File: src/rtl/bag_pkg.sv
package bag_pkg;

  // What the generator does at the next clock edge.
  typedef enum logic [1:0] {
    EV_NONE = 2'd0,  // hold everything
    EV_LOAD = 2'd1,  // take a new burst with nonzero length
    EV_DROP = 2'd2,  // take a zero-length request, change nothing
    EV_STEP = 2'd3   // arbiter consumed one address
  } bag_evt_e;

endpackage

File: src/rtl/bag_ctrl.sv
module bag_ctrl
  import bag_pkg::*;
#(
  parameter int CW = 16
) (
  input  logic          req_valid,
  input  logic [CW-1:0] req_len,
  input  logic          arb_grant,
  input  logic          cnt_zero,
  output logic          req_ready,
  output bag_evt_e      evt
);

  // Decode the single event for this cycle. Idle: only requests matter.
  // Busy: only grants matter.
  function automatic bag_evt_e decode_evt(
    input logic          idle,
    input logic          valid,
    input logic [CW-1:0] len,
    input logic          grant
  );
    bag_evt_e e;
    e = EV_NONE;
    if (idle) begin
      if (valid) e = (len == '0) ? EV_DROP : EV_LOAD;
    end else if (grant) begin
      e = EV_STEP;
    end
    return e;
  endfunction

  assign req_ready = cnt_zero;
  assign evt       = decode_evt(cnt_zero, req_valid, req_len, arb_grant);

endmodule

File: src/rtl/bag_len_ctr.sv
module bag_len_ctr
  import bag_pkg::*;
#(
  parameter int CW = 16
) (
  input  logic          clk,
  input  logic          rst,
  input  bag_evt_e      evt,
  input  logic [CW-1:0] load_len,
  output logic          cnt_zero,
  output logic          last_beat
);

  logic [CW-1:0] cnt_q;

  function automatic logic [CW-1:0] len_next(
    input logic [CW-1:0] cur,
    input bag_evt_e      e,
    input logic [CW-1:0] ld
  );
    logic [CW-1:0] n;
    case (e)
      EV_LOAD: n = ld;
      EV_STEP: n = cur - 1'b1;
      default: n = cur;
    endcase
    return n;
  endfunction

  always_ff @(posedge clk) begin
    if (rst) cnt_q <= '0;
    else     cnt_q <= len_next(cnt_q, evt, load_len);
  end

  assign cnt_zero  = (cnt_q == '0);
  assign last_beat = (cnt_q == {{(CW-1){1'b0}}, 1'b1});

  // the grant on the final word empties the burst
  a_r4_last_empties: assert property (@(posedge clk) disable iff (rst)
    (evt == EV_STEP && last_beat) |=> cnt_zero);

  // a grant on a longer burst leaves words outstanding
  a_r4_more_left: assert property (@(posedge clk) disable iff (rst)
    (evt == EV_STEP && !last_beat) |=> !cnt_zero);

endmodule

File: src/rtl/bag_addr_ctr.sv
module bag_addr_ctr
  import bag_pkg::*;
#(
  parameter int AW = 32
) (
  input  logic          clk,
  input  logic          rst,
  input  bag_evt_e      evt,
  input  logic [AW-1:0] load_addr,
  output logic [AW-1:0] addr
);

  logic [AW-1:0] addr_q;

  // Word increment, wrapping naturally modulo 2^AW.
  function automatic logic [AW-1:0] addr_next(
    input logic [AW-1:0] cur,
    input bag_evt_e      e,
    input logic [AW-1:0] ld
  );
    logic [AW-1:0] n;
    case (e)
      EV_LOAD: n = ld;
      EV_STEP: n = cur + 1'b1;
      default: n = cur;
    endcase
    return n;
  endfunction

  always_ff @(posedge clk) begin
    if (rst) addr_q <= '0;
    else     addr_q <= addr_next(addr_q, evt, load_addr);
  end

  assign addr = addr_q;

  // one word per consumed address
  a_r3_addr_step: assert property (@(posedge clk) disable iff (rst)
    (evt == EV_STEP) |=> (addr == $past(addr) + 1'b1));

  // all-ones rolls over to zero
  a_r8_addr_wrap: assert property (@(posedge clk) disable iff (rst)
    (evt == EV_STEP && (&addr)) |=> (addr == '0));

  // no step and no load means the address stays put
  a_r9_addr_hold: assert property (@(posedge clk) disable iff (rst)
    (evt == EV_NONE || evt == EV_DROP) |=> $stable(addr));

endmodule

File: src/rtl/burst_addr_gen.sv
module burst_addr_gen
  import bag_pkg::*;
#(
  parameter int AW = 32,
  parameter int CW = 16
) (
  input  logic          clk,
  input  logic          rst,
  input  logic          req_valid,
  output logic          req_ready,
  input  logic [AW-1:0] req_addr,
  input  logic [CW-1:0] req_len,
  output logic          arb_pend,
  input  logic          arb_grant,
  output logic [AW-1:0] arb_addr
);

  bag_evt_e evt;
  logic     cnt_zero;
  logic     last_beat;

  // Named events for the assertions below.
  logic take_burst;
  logic take_empty;
  assign take_burst = (evt == EV_LOAD);
  assign take_empty = (evt == EV_DROP);

  bag_ctrl #(.CW(CW)) u_ctrl (
    .req_valid (req_valid),
    .req_len   (req_len),
    .arb_grant (arb_grant),
    .cnt_zero  (cnt_zero),
    .req_ready (req_ready),
    .evt       (evt)
  );

  bag_len_ctr #(.CW(CW)) u_len (
    .clk       (clk),
    .rst       (rst),
    .evt       (evt),
    .load_len  (req_len),
    .cnt_zero  (cnt_zero),
    .last_beat (last_beat)
  );

  bag_addr_ctr #(.AW(AW)) u_addr (
    .clk       (clk),
    .rst       (rst),
    .evt       (evt),
    .load_addr (req_addr),
    .addr      (arb_addr)
  );

  assign arb_pend = !cnt_zero;

  // a nonzero request shows up as pending at its start address
  a_r2_load: assert property (@(posedge clk) disable iff (rst)
    (req_valid && req_ready && req_len != '0) |=>
      (arb_pend && arb_addr == $past(req_addr)));

  // a zero-length request leaves the agent idle
  a_r6_zero_len: assert property (@(posedge clk) disable iff (rst)
    (req_valid && req_ready && req_len == '0) |=> (!arb_pend && req_ready));

  // grants with nothing pending and no request change nothing
  a_r7_idle_grant: assert property (@(posedge clk) disable iff (rst)
    (!arb_pend && !req_valid) |=> (!arb_pend && $stable(arb_addr)));

  // no handshake while a burst is outstanding
  a_r10_busy_block: assert property (@(posedge clk) disable iff (rst)
    (arb_pend && !(arb_grant && last_beat)) |=> !req_ready);

  // ready and pending are complementary at the ports
  a_r5_ready_idle: assert property (@(posedge clk) disable iff (rst)
    req_ready != arb_pend);

endmodule

File: config.mk
export PLATFORM = sky130hd
export DESIGN_NAME = burst_addr_gen
export DESIGN_NICKNAME = d
export VERILOG_FILES = /design/src/rtl/bag_pkg.sv /design/src/rtl/bag_ctrl.sv /design/src/rtl/bag_len_ctr.sv /design/src/rtl/bag_addr_ctr.sv /design/src/rtl/burst_addr_gen.sv
export SDC_FILE = /design/constraint.sdc
export NUM_CORES = 1
export LEC_CHECK = 0
export ABC_AREA = 1
export BUFFER_PORTS_ARGS = -buffer_cell sky130_fd_sc_hd__buf_2
export CAP_MARGIN = 20
export CELL_PAD_IN_SITES_DETAIL_PLACEMENT = 1
export CELL_PAD_IN_SITES_GLOBAL_PLACEMENT = 1
export CORE_MARGIN = 2
export CORE_UTILIZATION = 33
export CTS_CLUSTER_DIAMETER = 150
export DETAILED_ROUTE_END_ITERATION = 6
export PLACE_DENSITY = 0.73
export SETUP_SLACK_MARGIN = 0.3
export SYNTH_ARGS = -nofsm -noshare
export SYNTH_HDL_FRONTEND = slang
export SYNTH_SLANG_ARGS = --single-unit
export TNS_END_PERCENT = 30
File: constraint.sdc
create_clock -name clk -period 1.9 [get_ports clk]
set_clock_uncertainty 0.15 [all_clocks]
set_input_delay 0.095 -clock clk [delete_from_list [all_inputs] [get_ports clk]]
set_output_delay 0.095 -clock clk [all_outputs]
set_load 0.1 [all_outputs]
==> results of run 1 <==
## worst max-delay path by stage
stage                            to  slack (ns)
finish               u_addr.addr[0]       -0.04
global route         u_addr.addr[6]       -0.15
CTS                        arb_pend       -0.09
detailed placement   u_len.cnt_q[4]       -0.31
global placement     u_len.cnt_q[4]       -0.25
floorplan           u_addr.addr[29]       -0.34
## critical path, stage by stage (launching register included)
cell and delay, ns:
dfxtp_2 0.33, inv_2 0.07, ha_4 0.14, nand3_4 0.07
buf_6 0.14, nor2_4 0.13, nand3_4 0.10, nand2_4 0.12
nand2_8 0.11, buf_12 0.16, inv_16 0.10, o21ai_1 0.08
a21oi_1 0.16
## state kept, by name, indices dropped and copies added (netlist names)
register     count
u_addr.addr     32
u_len.cnt_q     16
## area by class of cell
type / instances / share of cell area, %
multi-input combinational: 514 / 47.1
timing repair buffer: 179 / 25.2
sequential: 48 / 17.6
inverter: 61 / 4.52
tap: 140 / 3.15
clock buffer: 6 / 1.31
timing repair inverter: 4 / 1.01
clock inverter: 1 / 0.0900
## cell families after synthesis
group | after synthesis
and+or+nand+nor | 419
buffers and inverters | 83
AOI/OAI and AO/OA | 70
DFF | 48
xor gates and xnor gates | 22
adders and majority gates | 2
## placed cells by master, fill, tap and decap left out, types with 2 or more instances in the layout
| cell type | Yosys | routed |
|---|---|---|
| a21oi_1 | 49 | 29 |
| a21oi_2 | 0 | 20 |
| buf_12 | 0 | 12 |
| buf_2 | 2 | 83 |
| buf_4 | 5 | 52 |
| buf_6 | 9 | 5 |
| clkbuf_16 | 0 | 2 |
| clkbuf_8 | 0 | 5 |
| dfxtp_1 | 48 | 34 |
| dfxtp_2 | 0 | 13 |
| dlygate4sd3_1 | 0 | 25 |
| ha_4 | 0 | 2 |
| inv_1 | 56 | 51 |
| inv_16 | 0 | 2 |
| inv_2 | 4 | 7 |
| nand2_1 | 276 | 251 |
| nand2_2 | 2 | 20 |
| nand2_4 | 2 | 9 |
| nand3_1 | 40 | 37 |
| nand3_2 | 1 | 3 |
| nand3_4 | 1 | 2 |
| nand3b_1 | 10 | 10 |
| nand4_1 | 2 | 2 |
| nor2_1 | 69 | 65 |
| nor2_2 | 10 | 9 |
| nor2_4 | 4 | 10 |
| o21ai_0 | 19 | 17 |
| o21ai_1 | 2 | 3 |
| xnor2_1 | 3 | 3 |
| xor2_1 | 19 | 19 |
## repair_timing
item                                    CTS  global route
pin swaps                                29            19
cloned                                    5             2
buffers inserted                          6             8
endpoints found under the setup margin   50            50
hold buffers                             25             0
endpoints found under the hold margin    25             0
resized for setup                        54            48
## layer usage
layer | global-route usage (%) | routed length [microns] | share of wire (%)
met5 | 0 | 0 | 0
met4 | 8.68 | 333 | 2.1
met3 | 3.76 | 684 | 4.4
met2 | 45.7 | 7850 | 50
met1 | 31.2 | 6810 | 43
## metrics by stage
step	cell area, sq um	setup TNS (ns)
after floorplan	3750	-15.47
after global placement	4620	-6.38
after detailed placement	4620	-9.26
after CTS	5260	-2.20
after global routing	5560	-5.92
final	5560	-0.581
## report_power, final
| part | internal (uW) | switching [uW] | total [uW] |
|---|---|---|---|
| Sequential | 1390 | 436 | 1830 |
| Clock | 253 | 398 | 650 |
| Combinational | 2910 | 5330 | 8240 |
==> impl_results.md, run 1 <==
- Synth area leader: nand2_1
- Number of routed nets with antenna violations: 0
- Mux cell area share after synthesis: 0%
- Top-area cell type share of the netlist area: 27.9%
- Synth Area in Compound Gates: 9.44%
- Most numerous cell in the Yosys netlist: nand2_1
- Grt ovf: 0
- DIE WIDTH: 110 microns
- Share of layout cells above drive strength 1: 32.6%
- Leakage: 0.00254 uW
- Post-Synth Adder-Cell Area: 0.674%
- Fillers: 1483
- Hold Crit Depth: 5
- DRC: 0
- Post-synthesis cell type count: 28
- Peak VDD IR: 1310 uV
- Worst-case clock buffer depth: 2
- GR Util All Layers: 25.6%
- Critical path peak fanout: 22
- Placed insts: 900
- Clk_lat worst skew: 0.32 ns
- Req. time, crit path: 1.99 ns
- Root buf cell: clkbuf_8
- Simple-gate portion of the synthesized area: 47.9%
- CTS buffer count: 5
- Worst R2R Start: u_len.cnt_q[1]
- Pin count of the biggest net entering global routing: 34
- MaxCap Viol Count: 0
- Post-Syn Area: 3710 sq um
- Reg2Reg Depth: 12
- WL/cell: 16.5 microns
- Post-route insts no fill: 953
- Die H: 110 microns
- Hold Vio Cnt, Final: 1
- Rel. slew slack: 66.0%
- Worst setup margin: -0.0402 ns
- I/O Pins: 86
- Post-Syn Instances: 644
- Hold Path End: u_addr.addr[10]
- H-Tree Depth: 2
- # port buffers: 85
- Avg Cell Area, Syn: 5.76 sq um
- Top area cells in the synthesized netlist: nand2_1, dfxtp_1, nor2_1
- Final setup violation count: 36
- 1st-iter DRT viols: 213
- Core area: 10900 sq um
- Worst Setup Path Type: flip-flop to flip-flop
- Crit end category: flip-flop
- Area growth syn-to-layout: 49.8%
- Critical path launch point: u_len.cnt_q[1]
- Net count, final: 867
- Register area: 981 sq um
- Routed vias/inst: 5.03
- Flops & latches, synth: 48
- Tcrit/Tclk final: 102%
- Power Density: 1930 nW/um^2
- HP Start: req_addr[10]
- Tot Pwr: 10700 uW
- Sequential area share after synthesis: 25.9%
- Top_reg_cell synth: dfxtp_1
- Clock slew at reported path FFs: 0.10 ns
- Post-synth EDFFs: 0
- # rows: 38
- Clock sinks: 48
- Die area: 12100 sq um
- Area of the multi-input gates: 2620 sq um
- Initial antenna violation count: 0
- N_diodes: 0
- Synth cell count leaders: nand2_1, nor2_1, inv_1
- CTS tree: built
- CP Launch Type: flip-flop
- Setup WS pre-CTS: -0.306 ns
- Post-Syn Nets: 698
- Detailed Place HPWL: 10300 microns
- Min-Delay Path Class: primary input to flip-flop
- Largest family of logic cells by synthesized area: simple AND/OR/NAND/NOR gates
- Slew at the pin closest to its max-slew limit: 0.511 ns
- RR Endpoint: u_addr.addr[0]
- R2R setup slack: -0.04 ns
- Yosys warning count: 0
- Slew Viols, Final: 0
- Post-synthesis xor/xnor area fraction: 5.19%
- FMAX: 515 MHz
- Vias in the first global route: 4965
- Unrepaired setup endpoints after global routing: true
- First-pass DRT Iterations: 4
- Final min period: 1.94 ns
- Routed WL: 15700 microns
- Failing checks: negative hold slack, negative setup slack
- Utilization after layout: 51.1%
- Initial Util: 34.1%
- GP Congestion: 0.903
- Vias: 4790
- Global-route wire length before repair: 23800 microns
- Asr flop ratio synth: 0%
- Status: finished, violations left
- WHS: -0.00573 ns
- Worst endpoint data arrival time: 2.03 ns
Note: power is estimated with default switching activity, not from simulation.
==> run 2: changes to the inputs <==
ABC_AREA = unset   (was 1)
CORE_UTILIZATION = 34   (was 33)
HOLD_SLACK_MARGIN = 0.15   (was unset)
PLACE_DENSITY = 0.72   (was 0.73)
==> run 2 against run 1 <==
Compared with the run above: the flow finishes with violations (negative setup slack); utilization rose by 19 points; worst hold slack improved by 0.34 ns; die area fell by 19%; total power rose by 18%; global-route usage rose by 13 points; clock power rose by 26%; via count rose by 9.0%.
==> impl_results.md, run 2 <==
- Status: finished, violations left (unchanged)
- Failing checks: negative setup slack (was negative hold slack, negative setup slack)
- WHS: 0.339 ns (was -0.00573 ns)
- # rows: 34 (was 38)
- Crit end category: flip-flop (unchanged)
- Routed vias/inst: 6.80 (was 5.03)
- Avg Cell Area, Syn: 7.96 sq um (was 5.76 sq um)
- Final setup violation count: 50 (was 36)
- Root buf cell: clkbuf_8 (unchanged)
- Die area: 9830 sq um (was 12100 sq um)
- Post-Syn Nets: 441 (was 698)
- Power Density: 2050 nW/um^2 (was 1930 nW/um^2)
- Req. time, crit path: 1.96 ns (was 1.99 ns)
- Sw power: 7040 uW (was 6160 uW)
- Post-route cell area: 6160 sq um (was 5560 sq um)
- Yosys warning count: 0 (unchanged)
- Worst endpoint data arrival time: 2.44 ns (was 2.03 ns)
- Share of layout cells above drive strength 1: 59.5% (was 32.6%)
- Register area: 1040 sq um (was 981 sq um)
- Net count, final: 713 (was 867)
- Die H: 99.2 microns (was 110 microns)
- Critical-path cell list: inv_4 -> ha_4 -> nor3b_4 -> and3_4 -> and3_4 -> a21oi_4 -> buf_6 -> buf_4 -> nand2_1 -> a311oi_1 (was inv_2 -> ha_4 -> nand3_4 -> buf_6 -> nor2_4 -> nand3_4 -> nand2_4 -> nand2_8 -> buf_12 -> inv_16 -> o21ai_1 -> a21oi_1)
- Min-Delay Path Class: primary input to flip-flop (unchanged)
- Post-synthesis cell type count: 57 (was 28)
- Post-Syn Instances: 387 (was 644)
- Tcrit/Tclk final: 125% (was 102%)
- Worst R2R Start: u_len.cnt_q[0] (was u_len.cnt_q[1])
- Clock sinks: 48 (unchanged)
- Hold Crit Depth: 5 (unchanged)
- R2R setup slack: -0.48 ns (was -0.04 ns)
- Worst Setup Path Type: flip-flop to flip-flop (unchanged)
- Crit path largest cell delay: 0.40 ns (was 0.33 ns)
- Detailed Place HPWL: 10500 microns (was 10300 microns)
- Top_reg_cell synth: dfxtp_1 (unchanged)
- Rel. slew slack: 37.2% (was 66.0%)
- Initial antenna violation count: 0 (unchanged)
- Vias in the first global route: 5119 (was 4965)
- Slew at the pin closest to its max-slew limit: 0.933 ns (was 0.511 ns)
- Flops & latches, synth: 48 (unchanged)
- Synth cell count leaders: dfxtp_1, a21oi_1, nand2_1 (was nand2_1, nor2_1, inv_1)
- WL/cell: 31.5 microns (was 16.5 microns)
- GP Congestion: 0.863 (was 0.903)
- Top area cells in the synthesized netlist: dfxtp_1, a21oi_1, o32ai_2 (was nand2_1, dfxtp_1, nor2_1)
- Internal: 5570 uW (was 4550 uW)
- Sequential share of power: 15.5% (was 17.1%)
- Number of routed nets with antenna violations: 0 (unchanged)
- 1st-iter DRT viols: 594 (was 213)
- Hold Path End: u_addr.addr[7] (was u_addr.addr[10])
- Top-area cell type share of the netlist area: 31.2% (was 27.9%)
- N_diodes: 0 (unchanged)
- CP Launch Type: flip-flop (unchanged)
- Family with the most delay on the worst path: simple AND/OR/NAND/NOR gates (unchanged)
- Number of flip-flops under the largest register name: 32 (unchanged)
- Worst-case clock buffer depth: 2 (unchanged)
- Synth area leader: dfxtp_1 (was nand2_1)
- Fillers: 954 (was 1483)
- Asr flop ratio synth: 0% (unchanged)
- CP max-delay cell: dfxtp_4 (was dfxtp_2)
- HP Start: req_valid (was req_addr[10])
- Most numerous cell in the Yosys netlist: dfxtp_1 (was nand2_1)
- Reg2Reg Depth: 10 (was 12)
- First-pass DRT Iterations: 5 (was 4)
- Tot Pwr: 12600 uW (was 10700 uW)
- # port buffers: 85 (unchanged)
- Core area: 8760 sq um (was 10900 sq um)
- DRC: 0 (unchanged)
- Commonest cells after routing, fill and taps aside: buf_4, buf_2, dlygate4sd3_1 (was nand2_1, buf_2, nor2_1)
- Clock power frac: 6.5% (was 6.1%)
- CTS buffer count: 5 (unchanged)
- Vias: 5219 (was 4790)
- Pin count of the biggest net entering global routing: 25 (was 34)
- Logic pwr share: 78.0% (was 76.8%)
- FMAX: 420 MHz (was 515 MHz)
- Grt ovf: 0 (unchanged)
- Initial Util: 35.1% (was 34.1%)
- Peak VDD IR: 1600 uV (was 1310 uV)
- Commonest non-fill, non-tap cell in the layout: buf_4 (was nand2_1)
- DP Area: 4620 sq um (about the same)
- Slew Viols, Final: 0 (unchanged)
- Global-route wire length before repair: 29400 microns (was 23800 microns)
- Post-Syn Area: 3080 sq um (was 3710 sq um)
- Post-synth EDFFs: 0 (unchanged)
- DIE WIDTH: 99.2 microns (was 110 microns)
- Leakage: 0.00254 uW (about the same)
- Net Sw Frac: 55.8% (was 57.5%)
- Final setup TNS: -17.74 ns (was -0.581 ns)
- Clk_lat worst skew: 0.32 ns (about the same)
- Routed WL: 24200 microns (was 15700 microns)
- GR Util All Layers: 38.6% (was 25.6%)
- MaxCap Viol Count: 0 (unchanged)
- Sequential area share after synthesis: 31.2% (was 25.9%)
- Unrepaired setup endpoints after global routing: true (unchanged)
- CTS tree: built (unchanged)
- Worst path buffer plus inverter count: 3 (was 4)
- Most common cell on crit path: and3_4 (was nand3_4)
- Area of the multi-input gates: 2550 sq um (was 2620 sq um)
- Clock slew at reported path FFs: 0.11 ns (was 0.10 ns)
- Hold Vio Cnt, Final: 0 (was 1)
- Critical path peak fanout: 11 (was 22)
- Area growth syn-to-layout: 100% (was 49.8%)
- H-Tree Depth: 2 (unchanged)
- Final min period: 2.38 ns (was 1.94 ns)
- Utilization after layout: 70.3% (was 51.1%)
- RR Endpoint: u_addr.addr[1] (was u_addr.addr[0])
- I/O Pins: 86 (unchanged)
- Worst setup margin: -0.478 ns (was -0.0402 ns)
==> run 2: cell types whose count changed after synthesis, moves of 11 or more <==
| cell | before | now |
|---|---|---|
| a211oi_1 | 0 | 11 |
| a21oi_1 | 49 | 37 |
| a31oi_1 | 0 | 12 |
| inv_1 | 56 | 19 |
| nand2_1 | 276 | 32 |
| nand3_1 | 40 | 17 |
| nor2_1 | 69 | 25 |
| nor3_1 | 1 | 19 |
| xor2_1 | 19 | 1 |
==> run 2: per-stage QoR <==
step / worst slack [ns] / cells
after global routing: -0.508 / 768
after detailed placement: -0.570 / 675
after global placement: -0.511 / 675
after CTS: -0.276 / 742
after floorplan: -0.469 / 387
final: -0.478 / 768
==> run 2: worst max path at each step <==
| stage | endpoint | cells after the start | startpoint |
|---|---|---|---|
| after global routing | u_addr.addr[19] | 9 | u_len.cnt_q[6] |
| final | u_addr.addr[1] | 10 | u_len.cnt_q[0] |
| after detailed placement | u_len.cnt_q[0] | 7 | req_len[11] |
| after CTS | u_addr.addr[27] | 10 | u_len.cnt_q[1] |
| after global placement | u_addr.addr[18] | 8 | req_len[3] |
| after floorplan | u_addr.addr[31] | 7 | u_addr.addr[1] |
==> run 2: layer usage <==
| layer | track usage (%) | vias to the layer above | wire, microns |
|---|---|---|---|
| li1 | - | 2045 | - |
| met1 | 48.0 | 2493 | 8660 |
| met2 | 65.1 | 520 | 11500 |
| met3 | 5.48 | 161 | 2380 |
| met4 | 19.5 | 0 | 1700 |
| met5 | 0 | - | 0 |
==> run 2: power by group through the flow <==
| stage | Clock [uW] | Combinational (uW) | Sequential (uW) |
|---|---|---|---|
| 4_1_cts | 805 | 8040 | 1780 |
| 3_3_place_gp | 0 | 6940 | 1730 |
| 5_1_grt | 838 | 10000 | 1960 |
| 6_report | 818 | 9840 | 1960 |
| 3_5_place_dp | 0 | 7200 | 1750 |
| 2_1_floorplan | 0 | 3020 | 3240 |
==> run 2: cell type report <==
| cell class | count | area share (%) |
|---|---|---|
| repair buffers | 288 | 36.7 |
| inverters | 19 | 1.20 |
| flip-flops and latches | 48 | 16.9 |
| clock buffers | 6 | 1.18 |
| clock inverters | 2 | 0.568 |
| well taps | 108 | 2.19 |
| multi-input cells | 297 | 41.3 |
==> run 2: kinds of logic (layout without fill, tap and decap cells) <==
group / Yosys count / count (layout) / share of synthesized area, %
and+or+nand+nor: 155 / 156 / 27.8
AOI/OAI and AO/OA: 129 / 129 / 29.9
DFF: 48 / 48 / 31.2
buffers and inverters: 43 / 315 / 6.83
muxes: 9 / 9 / 3.13
adders and majority gates: 2 / 2 / 0.813
xor gates and xnor gates: 1 / 1 / 0.284
==> run 2: what timing repair did <==
action,4_1_cts,5_1_grt
setup endpoints to repair,50,50
resized for setup,64,86
endpoints found under the hold margin,48,0
cloned,1,1
pin swaps,27,33
hold buffers,51,0
buffers inserted,7,25
==> run 2: worst reg2reg max path: stages, from the launching register on <==
cell,delay [ns]
dfxtp_4,0.40
inv_4,0.05
ha_4,0.17
nor3b_4,0.15
and3_4,0.20
and3_4,0.20
a21oi_4,0.22
buf_6,0.21
buf_4,0.14
nand2_1,0.09
a311oi_1,0.29
==> run 3: changes to the inputs <==
CELL_PAD_IN_SITES_DETAIL_PLACEMENT = 0   (was 1)
GPL_ROUTABILITY_DRIVEN = 0   (was unset)
==> run 3 against run 2 <==
Compared with the run above: the run still ends with negative setup slack left; sequential cell count did not move; total power decreased by 9.1%; die area unchanged; largest power group unchanged.
==> impl_results.md, run 3 (same netlist as run 2, synthesis figures left out) <==
- Leakage: 0.00244 uW (was 0.00254 uW)
- Worst endpoint data arrival time: 2.30 ns (was 2.44 ns)
- Slew Viols, Final: 0 (unchanged)
- Fillers: 686 (was 954)
- Share of layout cells above drive strength 1: 56.6% (was 59.5%)
- Clock sinks: 48 (unchanged)
- Detailed Place HPWL: 8860 microns (was 10500 microns)
- Rel. slew slack: 50.8% (was 37.2%)
- Tcrit/Tclk final: 118% (was 125%)
- DRC: 0 (unchanged)
- CTS buffer count: 5 (unchanged)
- Worst R2R Start: u_len.cnt_q[0] (unchanged)
- Worst-case clock buffer depth: 2 (unchanged)
- 1st-iter DRT viols: 211 (was 594)
- Unrepaired setup endpoints after global routing: true (unchanged)
- Commonest non-fill, non-tap cell in the layout: buf_4 (unchanged)
- DIE WIDTH: 99.2 microns (unchanged)
- Hold Vio Cnt, Final: 0 (unchanged)
- First-pass DRT Iterations: 5 (unchanged)
- Req. time, crit path: 1.96 ns (about the same)
- Peak VDD IR: 981 uV (was 1600 uV)
- CP Launch Type: flip-flop (unchanged)
- N_diodes: 0 (unchanged)
- Core area: 8760 sq um (unchanged)
- Critical path peak fanout: 5 (was 11)
- Pin count of the biggest net entering global routing: 19 (was 25)
- Met3 usage in global routing: 4.78% (was 5.48%)
- Commonest cells after routing, fill and taps aside: buf_4, buf_2, dlygate4sd3_1 (unchanged)
- Global-route wire length before repair: 21600 microns (was 29400 microns)
- MaxCap Viol Count: 0 (unchanged)
- Power Density: 1930 nW/um^2 (was 2050 nW/um^2)
- H-Tree Depth: 2 (unchanged)
- CTS tree: built (unchanged)
- HP Start: arb_grant (was req_valid)
- Worst setup margin: -0.336 ns (was -0.478 ns)
- Crit end category: flip-flop (unchanged)
- Failing checks: negative setup slack (unchanged)
- # port buffers: 85 (unchanged)
- # rows: 34 (unchanged)
- Initial antenna violation count: 0 (unchanged)
- Critical path launch point: u_len.cnt_q[0] (unchanged)
- Die H: 99.2 microns (unchanged)
- Routed WL: 13700 microns (was 24200 microns)
- Met1 GRT Util: 35.0% (was 48.0%)
- Placed insts: 675 (unchanged)
- WL/cell: 18.2 microns (was 31.5 microns)
- Clock slew at reported path FFs: 0.10 ns (was 0.11 ns)
- Number of routed nets with antenna violations: 0 (unchanged)
- Most Used Layer, Global Route: met2 (unchanged)
- Min-Delay Path Class: primary input to flip-flop (unchanged)
- Status: finished, violations left (unchanged)
- Vias in the first global route: 4323 (was 5119)
- Number of flip-flops under the largest register name: 32 (unchanged)
- Area growth syn-to-layout: 93.0% (was 100%)
- GR Util All Layers: 27.5% (was 38.6%)
- FMAX: 447 MHz (was 420 MHz)
- Vias: 4262 (was 5219)
- Routed vias/inst: 5.66 (was 6.80)
- Final setup violation count: 50 (unchanged)
- DP Area: 4620 sq um (unchanged)
- Tot Pwr: 11500 uW (was 12600 uW)
- Initial Util: 35.1% (unchanged)
- Met2 usage: 47.2% (was 65.1%)
- Post-route insts no fill: 753 (was 768)
- Area of the multi-input gates: 2400 sq um (was 2550 sq um)
- Register area: 1040 sq um (about the same)
- I/O Pins: 86 (unchanged)
- Net count, final: 698 (was 713)
- Reg2Reg Depth: 9 (was 10)
- Post-route cell area: 5940 sq um (was 6160 sq um)
- Die area: 9830 sq um (unchanged)
- Root buf cell: clkbuf_8 (unchanged)
- Worst Setup Path Type: flip-flop to flip-flop (unchanged)
- Slew at the pin closest to its max-slew limit: 0.731 ns (was 0.933 ns)
- Hold Crit Depth: 4 (was 5)
- Grt ovf: 0 (unchanged)
- Clk_lat worst skew: 0.31 ns (was 0.32 ns)
- Final min period: 2.24 ns (was 2.38 ns)
## run 3: cell count changes in the layout (fill, tap and decap cells not counted), sizes merged
cell | previous run | this run
buf | 236 | 224
clkbuf | 7 | 6
dlygate4sd3 | 51 | 50
nand2 | 33 | 32
## run 3: worst paths after layout
check                    end  slack (ns)
max          u_addr.addr[23]       -0.34
min           u_len.cnt_q[9]        0.20
max reg2reg  u_addr.addr[23]       -0.34
min reg2reg  u_addr.addr[24]        0.35
## run 3: repair_timing
item,4_1_cts,5_1_grt
pin swaps,37,14
endpoints found under the hold margin,48,0
hold buffers,50,0
endpoints found under the setup margin,50,50
buffers inserted,12,5
gates cloned,2,1
gates resized for setup,107,26
## run 3: area by class of cell
type                    count  share of cell area [%]
clock buffers               6                    1.22
clock inverters             2                   0.590
inverters                  19                    1.20
multi-input cells         296                    40.4
flip-flops and latches     48                    17.5
well taps                 108                    2.27
repair buffers            274                    36.9
## run 3: routing by layer
layer,vias up,routed length [microns]
met2,193,6710
met3,28,889
met5,-,0
li1,2015,-
met4,0,301
met1,2026,5830
## run 3: worst max-delay path, stage by stage, from the launching register on
cell,delay [ns]
dfxtp_2,0.35
inv_2,0.07
ha_4,0.15
nor3b_4,0.19
and3_4,0.22
nand4_1,0.19
buf_4,0.23
nand2_8,0.10
mux2_4,0.30
a32o_1,0.20
## run 3: through the flow
| stage | setup slack [ns] | hold WS (ns) | util (%) | TNS (ns) |
|---|---|---|---|---|
| floorplan | -0.469 | 0.0706 | - | -14.83 |
| global placement | -0.511 | 0.196 | 52.7 | -20.55 |
| detailed placement | -0.560 | 0.197 | 52.7 | -22.08 |
| CTS | -0.240 | 0.163 | 66.0 | -5.91 |
| global route | -0.418 | 0.236 | 67.8 | -13.54 |
| finish | -0.336 | 0.195 | 67.8 | -9.36 |
## run 3: power by group
group / internal [uW] / leakage [uW] / switching, uW / total [uW]
logic: 3710 / 0.00197 / 5170 / 8880
registers: 1450 / 0.000411 / 366 / 1820
clock network: 392 / 0.0000552 / 373 / 765
